## config.mk

```make
export PLATFORM = sky130hd
export DESIGN_NAME = alu8_core
export DESIGN_NICKNAME = d
export VERILOG_FILES = /design/src/rtl/alu8_pkg.sv /design/src/rtl/alu8_addsub.sv /design/src/rtl/alu8_logic.sv /design/src/rtl/alu8_shifter.sv /design/src/rtl/alu8_core.sv
export SDC_FILE = /design/constraint.sdc
export NUM_CORES = 1
export LEC_CHECK = 0
export BUFFER_PORTS_ARGS = -buffer_cell sky130_fd_sc_hd__buf_2
export CAP_MARGIN = 20
export CORE_MARGIN = 3
export CORE_UTILIZATION = 45
export CTS_CLUSTER_DIAMETER = 80
export DETAILED_ROUTE_END_ITERATION = 16
export HOLD_SLACK_MARGIN = 0.1
export PLACE_DENSITY = 0.66
export SLEW_MARGIN = 25
export SYNTH_ARGS = -nofsm -noshare
export SYNTH_HDL_FRONTEND = slang
export SYNTH_HIERARCHICAL = 1
export SYNTH_SLANG_ARGS = --single-unit
```

## constraint.sdc

```tcl
create_clock -name clk -period 9.64 [get_ports clk]
set_input_delay 1.928 -clock clk [delete_from_list [all_inputs] [get_ports clk]]
set_output_delay 1.928 -clock clk [all_outputs]
set_load 0.01 [all_outputs]
```

## src/rtl/alu8_pkg.sv

```systemverilog
package alu8_pkg;
  localparam int OP_W = 5;
  localparam int SR_W = 8;

  localparam int FLG_C = 0;
  localparam int FLG_Z = 1;
  localparam int FLG_N = 2;
  localparam int FLG_V = 3;
  localparam int FLG_S = 4;
  localparam int FLG_H = 5;
  localparam int FLG_T = 6;
  localparam int FLG_I = 7;

  typedef enum logic [OP_W-1:0] {
    OP_ADD  = 5'd0,  OP_ADC  = 5'd1,  OP_SUB  = 5'd2,  OP_SBC = 5'd3,
    OP_CMP  = 5'd4,  OP_CMPC = 5'd5,  OP_AND  = 5'd6,  OP_OR  = 5'd7,
    OP_XOR  = 5'd8,  OP_COM  = 5'd9,  OP_NEG  = 5'd10, OP_INC = 5'd11,
    OP_DEC  = 5'd12, OP_SWAP = 5'd13, OP_ASR  = 5'd14, OP_LSR = 5'd15,
    OP_ROR  = 5'd16
  } alu_op_e;

  typedef enum logic [1:0] {LG_AND, LG_OR, LG_XOR, LG_NOT} logic_mode_e;
  typedef enum logic [1:0] {SH_ASR, SH_LSR, SH_ROR, SH_RSV} shift_mode_e;
endpackage

```

## src/rtl/alu8_addsub.sv

```systemverilog
module alu8_addsub #(
  parameter int DATA_W = 8
) (
  input  logic [DATA_W-1:0] a_i,
  input  logic [DATA_W-1:0] b_i,
  input  logic              cin_i,
  input  logic              sub_i,
  output logic [DATA_W-1:0] sum_o,
  output logic              c_o,
  output logic              h_o,
  output logic              v_o
);
  localparam int HALF_W = DATA_W / 2;
  localparam int MSB    = DATA_W - 1;

  logic [DATA_W-1:0] b_eff;
  logic              c_eff;
  logic [DATA_W:0]   full;
  logic [HALF_W:0]   low;

  // Subtraction as A + ~B + ~borrow; the carry out is then an inverted borrow.
  assign b_eff = sub_i ? ~b_i : b_i;
  assign c_eff = sub_i ? ~cin_i : cin_i;
  assign full  = {1'b0, a_i} + {1'b0, b_eff} + {{DATA_W{1'b0}}, c_eff};
  assign low   = {1'b0, a_i[HALF_W-1:0]} + {1'b0, b_eff[HALF_W-1:0]}
               + {{HALF_W{1'b0}}, c_eff};

  assign sum_o = full[DATA_W-1:0];
  assign c_o   = full[DATA_W] ^ sub_i;
  assign h_o   = low[HALF_W] ^ sub_i;
  assign v_o   = (a_i[MSB] == b_eff[MSB]) && (sum_o[MSB] != a_i[MSB]);
endmodule

```

## src/rtl/alu8_logic.sv

```systemverilog
module alu8_logic
  import alu8_pkg::*;
#(
  parameter int DATA_W = 8
) (
  input  logic_mode_e       mode_i,
  input  logic [DATA_W-1:0] a_i,
  input  logic [DATA_W-1:0] b_i,
  output logic [DATA_W-1:0] res_o
);
  always_comb begin
    case (mode_i)
      LG_AND:  res_o = a_i & b_i;
      LG_OR:   res_o = a_i | b_i;
      LG_XOR:  res_o = a_i ^ b_i;
      default: res_o = ~a_i;
    endcase
  end
endmodule

```

## src/rtl/alu8_shifter.sv

```systemverilog
module alu8_shifter
  import alu8_pkg::*;
#(
  parameter int DATA_W = 8
) (
  input  shift_mode_e       mode_i,
  input  logic [DATA_W-1:0] a_i,
  input  logic              cin_i,
  output logic [DATA_W-1:0] res_o,
  output logic              c_o
);
  localparam int MSB = DATA_W - 1;
  logic fill;

  always_comb begin
    case (mode_i)
      SH_ASR:  fill = a_i[MSB];
      SH_ROR:  fill = cin_i;
      default: fill = 1'b0;
    endcase
  end

  assign res_o = {fill, a_i[MSB:1]};
  assign c_o   = a_i[0];
endmodule

```

## src/rtl/alu8_core.sv

```systemverilog
module alu8_core
  import alu8_pkg::*;
#(
  parameter int DATA_W = 8
) (
  input  logic              clk,
  input  logic              rst,
  input  logic [OP_W-1:0]   op_sel,
  input  logic [DATA_W-1:0] opnd_a,
  input  logic [DATA_W-1:0] opnd_b,
  input  logic              carry_in,
  input  logic [SR_W-1:0]   status_in,
  output logic [DATA_W-1:0] result_q,
  output logic [SR_W-1:0]   status_q,
  output logic              wr_en_q
);
  localparam int MSB    = DATA_W - 1;
  localparam int HALF_W = DATA_W / 2;
  localparam logic [DATA_W-1:0] MAX_POS = {1'b0, {MSB{1'b1}}};
  localparam logic [DATA_W-1:0] MIN_NEG = {1'b1, {MSB{1'b0}}};

  alu_op_e op;
  assign op = alu_op_e'(op_sel);

  // Shared adder/subtractor; negate runs as 0 - A.
  logic [DATA_W-1:0] as_a, as_b, as_sum;
  logic              as_cin, as_sub, as_c, as_h, as_v;
  assign as_a   = (op == OP_NEG) ? '0 : opnd_a;
  assign as_b   = (op == OP_NEG) ? opnd_a : opnd_b;
  assign as_cin = (op == OP_ADC || op == OP_SBC || op == OP_CMPC) ? carry_in : 1'b0;
  assign as_sub = !(op == OP_ADD || op == OP_ADC);

  alu8_addsub #(.DATA_W(DATA_W)) u_addsub (
    .a_i(as_a), .b_i(as_b), .cin_i(as_cin), .sub_i(as_sub),
    .sum_o(as_sum), .c_o(as_c), .h_o(as_h), .v_o(as_v)
  );

  logic_mode_e       lg_mode;
  logic [DATA_W-1:0] lg_res;
  always_comb begin
    case (op)
      OP_AND:  lg_mode = LG_AND;
      OP_OR:   lg_mode = LG_OR;
      OP_XOR:  lg_mode = LG_XOR;
      default: lg_mode = LG_NOT;
    endcase
  end

  alu8_logic #(.DATA_W(DATA_W)) u_logic (
    .mode_i(lg_mode), .a_i(opnd_a), .b_i(opnd_b), .res_o(lg_res)
  );

  shift_mode_e       sh_mode;
  logic [DATA_W-1:0] sh_res;
  logic              sh_c;
  always_comb begin
    case (op)
      OP_ASR:  sh_mode = SH_ASR;
      OP_LSR:  sh_mode = SH_LSR;
      default: sh_mode = SH_ROR;
    endcase
  end

  alu8_shifter #(.DATA_W(DATA_W)) u_shift (
    .mode_i(sh_mode), .a_i(opnd_a), .cin_i(carry_in), .res_o(sh_res), .c_o(sh_c)
  );

  // Sets N, Z, V and S from a result and an overflow bit.
  function automatic logic [SR_W-1:0] put_nzvs(input logic [SR_W-1:0] sr,
                                               input logic [DATA_W-1:0] r,
                                               input logic v);
    logic [SR_W-1:0] o;
    o        = sr;
    o[FLG_N] = r[MSB];
    o[FLG_Z] = (r == '0);
    o[FLG_V] = v;
    o[FLG_S] = r[MSB] ^ v;
    return o;
  endfunction

  logic [DATA_W-1:0] res_c;
  logic [SR_W-1:0]   sr_c;
  logic              we_c;

  always_comb begin
    res_c = '0;
    sr_c  = status_in;
    we_c  = 1'b1;
    case (op)
      OP_ADD, OP_ADC, OP_SUB, OP_SBC, OP_CMP, OP_CMPC, OP_NEG: begin
        res_c        = as_sum;
        sr_c         = put_nzvs(status_in, as_sum, as_v);
        sr_c[FLG_C]  = as_c;
        sr_c[FLG_H]  = as_h;
        if (op == OP_SBC || op == OP_CMPC)
          sr_c[FLG_Z] = (as_sum == '0) && status_in[FLG_Z];
        if (op == OP_CMP || op == OP_CMPC)
          we_c = 1'b0;
      end
      OP_AND, OP_OR, OP_XOR, OP_COM: begin
        res_c = lg_res;
        sr_c  = put_nzvs(status_in, lg_res, 1'b0);
        if (op == OP_COM)
          sr_c[FLG_C] = 1'b1;
      end
      OP_INC: begin
        res_c = opnd_a + 1'b1;
        sr_c  = put_nzvs(status_in, res_c, opnd_a == MAX_POS);
      end
      OP_DEC: begin
        res_c = opnd_a - 1'b1;
        sr_c  = put_nzvs(status_in, res_c, opnd_a == MIN_NEG);
      end
      OP_SWAP: res_c = {opnd_a[HALF_W-1:0], opnd_a[MSB:HALF_W]};
      OP_ASR, OP_LSR, OP_ROR: begin
        res_c       = sh_res;
        sr_c        = put_nzvs(status_in, sh_res, sh_res[MSB] ^ sh_c);
        sr_c[FLG_C] = sh_c;
      end
      default: we_c = 1'b0;
    endcase
  end

  always_ff @(posedge clk) begin
    if (rst) begin
      result_q <= '0;
      status_q <= '0;
      wr_en_q  <= 1'b0;
    end else begin
      result_q <= res_c;
      status_q <= sr_c;
      wr_en_q  <= we_c;
    end
  end

  AST_IT_KEEP: assert property (@(posedge clk) disable iff (rst)
    !$past(rst) |-> status_q[FLG_I:FLG_T] == $past(status_in[FLG_I:FLG_T]));

  AST_SIGN_RULE: assert property (@(posedge clk) disable iff (rst)
    (!$past(rst) && ($past(op_sel) == OP_ADD || $past(op_sel) == OP_ADC))
      |-> status_q[FLG_S] == (status_q[FLG_N] ^ status_q[FLG_V]));

  AST_Z_CHAIN: assert property (@(posedge clk) disable iff (rst)
    (!$past(rst) && ($past(op_sel) == OP_SBC || $past(op_sel) == OP_CMPC)
      && !$past(status_in[FLG_Z])) |-> !status_q[FLG_Z]);

  AST_CMP_NO_WB: assert property (@(posedge clk) disable iff (rst)
    (!$past(rst) && ($past(op_sel) == OP_CMP || $past(op_sel) == OP_CMPC))
      |-> !wr_en_q);

  AST_LOGIC_KEEP_HC: assert property (@(posedge clk) disable iff (rst)
    (!$past(rst) && ($past(op_sel) == OP_AND || $past(op_sel) == OP_OR
      || $past(op_sel) == OP_XOR))
      |-> (status_q[FLG_H] == $past(status_in[FLG_H])
           && status_q[FLG_C] == $past(status_in[FLG_C]) && !status_q[FLG_V]));

  AST_COM_FORCE: assert property (@(posedge clk) disable iff (rst)
    (!$past(rst) && $past(op_sel) == OP_COM)
      |-> (status_q[FLG_C] && !status_q[FLG_V]));

  AST_SWAP_NO_FLAGS: assert property (@(posedge clk) disable iff (rst)
    (!$past(rst) && $past(op_sel) == OP_SWAP) |-> status_q == $past(status_in));

  AST_BAD_OP_IDLE: assert property (@(posedge clk) disable iff (rst)
    (!$past(rst) && $past(op_sel) > OP_ROR)
      |-> (!wr_en_q && result_q == '0 && status_q == $past(status_in)));
endmodule

```

==> run_results.csv <==
group,metric,value,unit
global_routing,grt_max_degree,24,
routing,route.detailed.drc,0,
clocking,numCtsBuffers,3,
sta,relSlewSlack,0.360,
finish,fin_util,0.509,
worst_hold_path,hold_path_class,"input port to flop",
power_and_ir_drop,power.total,267,uW
global_routing,antenna_found_initial,0,
routing,drtIter0Drc,459,
global_routing,grt_usage,0.231,
floorplan,num_rows,28,
yosys,synth_top_area_frac,0.118,
floorplan,die_x,87.1,um
sta,period_share,0.608,
sta,clock.fmax,171,MHz
finish,antenna_cells,0,
sta,finalHoldViolations,0,
power_and_ir_drop,switchingPower,107,uW
yosys,synth_edf_count,0,
place,pre_cts_slack,3590,ps
power_and_ir_drop,p_seq_frac,0.286,
floorplan,ios,49,
routing,vias_per_cell,6.47,
sta,tns,0,ps
yosys,ys_seq_area_frac,0.115,
yosys,synth_area_leaders,"ha_1, dfxtp_1, mux4_2, xor2_1, inv_1",
sta,fin_ws,3780,ps
setup_path,worstSetupPathType,"input port to flop",
finish,fillers,604,
finish,seqCellArea,340,um^2
routing,first_pass_iters,6,
yosys,synth_cell_types,67,
routing,wl_per_cell,18.8,um
routing,vias,2931,
power_and_ir_drop,p_comb_frac,0.507,
floorplan,die_h,87.1,um
sta,rsz0062_at_grt,"no",
clocking,tritoncts,"done",
setup_path,required,9830,ps
yosys,syn-cell-area,2960,um^2
finish,final_common_cell,"buf_2",
place,hpwl,6410,um
sta,finalSetupViolations,0,
setup_path,end_kind,"flop",
finish,multiInputGateArea,2280,um^2
yosys,syn_avg_cell_area,8.21,um^2
setup_path,critPathLaunchType,"input port",
finish,syn_to_final_growth,5.54,%
place,io_buffer_count,48,
clocking,clock-sinks,17,
finish,mostFrequentLayoutCells,"buf_2, inv_1, ha_1, nor2_1, nand2_1",
place,place_congestion,0.941,
sta,tightest_slew,960,ps
sta,final_max_slew_viol_count,0,
yosys,synthCells,360,
floorplan,dieArea,7580,um^2
power_and_ir_drop,internal_power,159,uW
routing,final_antenna_net_count,0,
power_and_ir_drop,switching_share,0.403,
global_routing,grt-ovfl-total,0,
clocking,cts_setup_buffers,0,
setup_path,path_max_fanout,22,
sta,finalCriticalPeriod,5860,ps
global_routing,first_global_vias,2658,
setup_path,crit_arrival,6050,ps
power_and_ir_drop,peakVddDrop,0.0884,mV
yosys,async_flop_share,0,
clocking,clkTransAtPathRegs,70,ps
run_status,run_status,"complete, no violations",
clocking,clockBufferDepth,2,
clocking,htreeDepth,1,
floorplan,initial_core_util,0.482,
power_and_ir_drop,power.density,85.5,nW/um^2
yosys,ys_seq_elements,17,
clocking,ctsRootBufferMaster,"clkbuf_8",
finish,layout-drive-gt1-share,0.220,
yosys,synth_top_area_cell,"ha_1",
power_and_ir_drop,p_clk_frac,0.207,
sta,holdWs,1880,ps
yosys,synth_warnings,6,
finish,nets,441,
clocking,cts_hold_buf,0,
yosys,synth_ff_type,"dfxtp_1",
yosys,synth.net_count,422,
power_and_ir_drop,leakagePower,0.00131,uW
run,maxCapViolations,0,
global_routing,grt_pass1_wl,13900,um
clocking,cts_resized,0,
floorplan,core,6130,um^2
routing,wirelength,8520,um
==> power by group through the flow <==
stage / Sequential, uW / Combinational, uW / Clock (uW)
floorplan: 80.8 / 97.2 / 0
global placement: 77.9 / 130 / 0
detailed placement: 77.9 / 132 / 0
CTS: 76.3 / 133 / 56.5
global route: 76.7 / 148 / 59.6
finish: 76.2 / 135 / 55.2
==> metrics by stage <==
step / instance area, um^2 / std cells
after global routing: 3120 / 453
after global placement: 3070 / 449
after floorplan: 2960 / 360
after CTS: 3120 / 453
final: 3120 / 453
after detailed placement: 3070 / 449
==> final timing paths <==
check,startpoint,endpoint,slack [ps],depth (start not counted)
worst max-delay path,op_sel[1],status_q[1],3780,17
worst min-delay path,status_in[6],status_q[6],1880,2
==> sequential cells by signal, indices dropped and copies added (netlist names) <==
register  flops
result_q      8
status_q      8
wr_en_q       1
==> worst max-delay path, stage by stage <==
cell and delay, ps:
buf_2 380, nand2b_1 180, nor3_2 120, buf_4 240, mux2_2 370, xor2_1 160, fa_1 480, fa_1 440
a211oi_1 300, o21bai_1 120, a21oi_1 190, xnor2_1 100, or4_1 410, nor2_1 160, nand3_1 80, and3_1 220
a31oi_1 170
==> cells by family (layout without fill, tap and decap cells) <==
logic type / Yosys count / after routing / share of synthesized area
xor gates and xnor gates: 24 / 24 / 0.0711
adders and majority gates: 30 / 30 / 0.132
DFF: 17 / 17 / 0.115
buffers and inverters: 65 / 83 / 0.114
AOI/OAI and AO/OA: 79 / 79 / 0.210
and+or+nand+nor: 120 / 120 / 0.231
muxes: 25 / 25 / 0.127
==> Yosys cell counts (11+ instances only) <==
library cell   n
nand2_1       26
ha_1          28
xor2_1        15
buf_4         11
nor2_1        26
buf_2         11
inv_1         29
nor2b_1       11
a21oi_1       11
dfxtp_1       17
==> routing by layer <==
metal  up-vias  GRT usage  part of all wire
met2       196      0.359              0.44
met4         0     0.0652             0.029
met5         -          0                 0
li1       1352          -                 -
met1      1351      0.324              0.42
met3        32     0.0435              0.12
==> cell type report <==
type                    instances  area share
repair buffers                 49      0.0794
multi-input cells             278       0.731
clock inverters                 1     0.00160
clock buffers                   3      0.0132
well taps                      75      0.0301
flip-flops and latches         17       0.109
inverters                      30      0.0361
(Power assumes the default switching activity.)
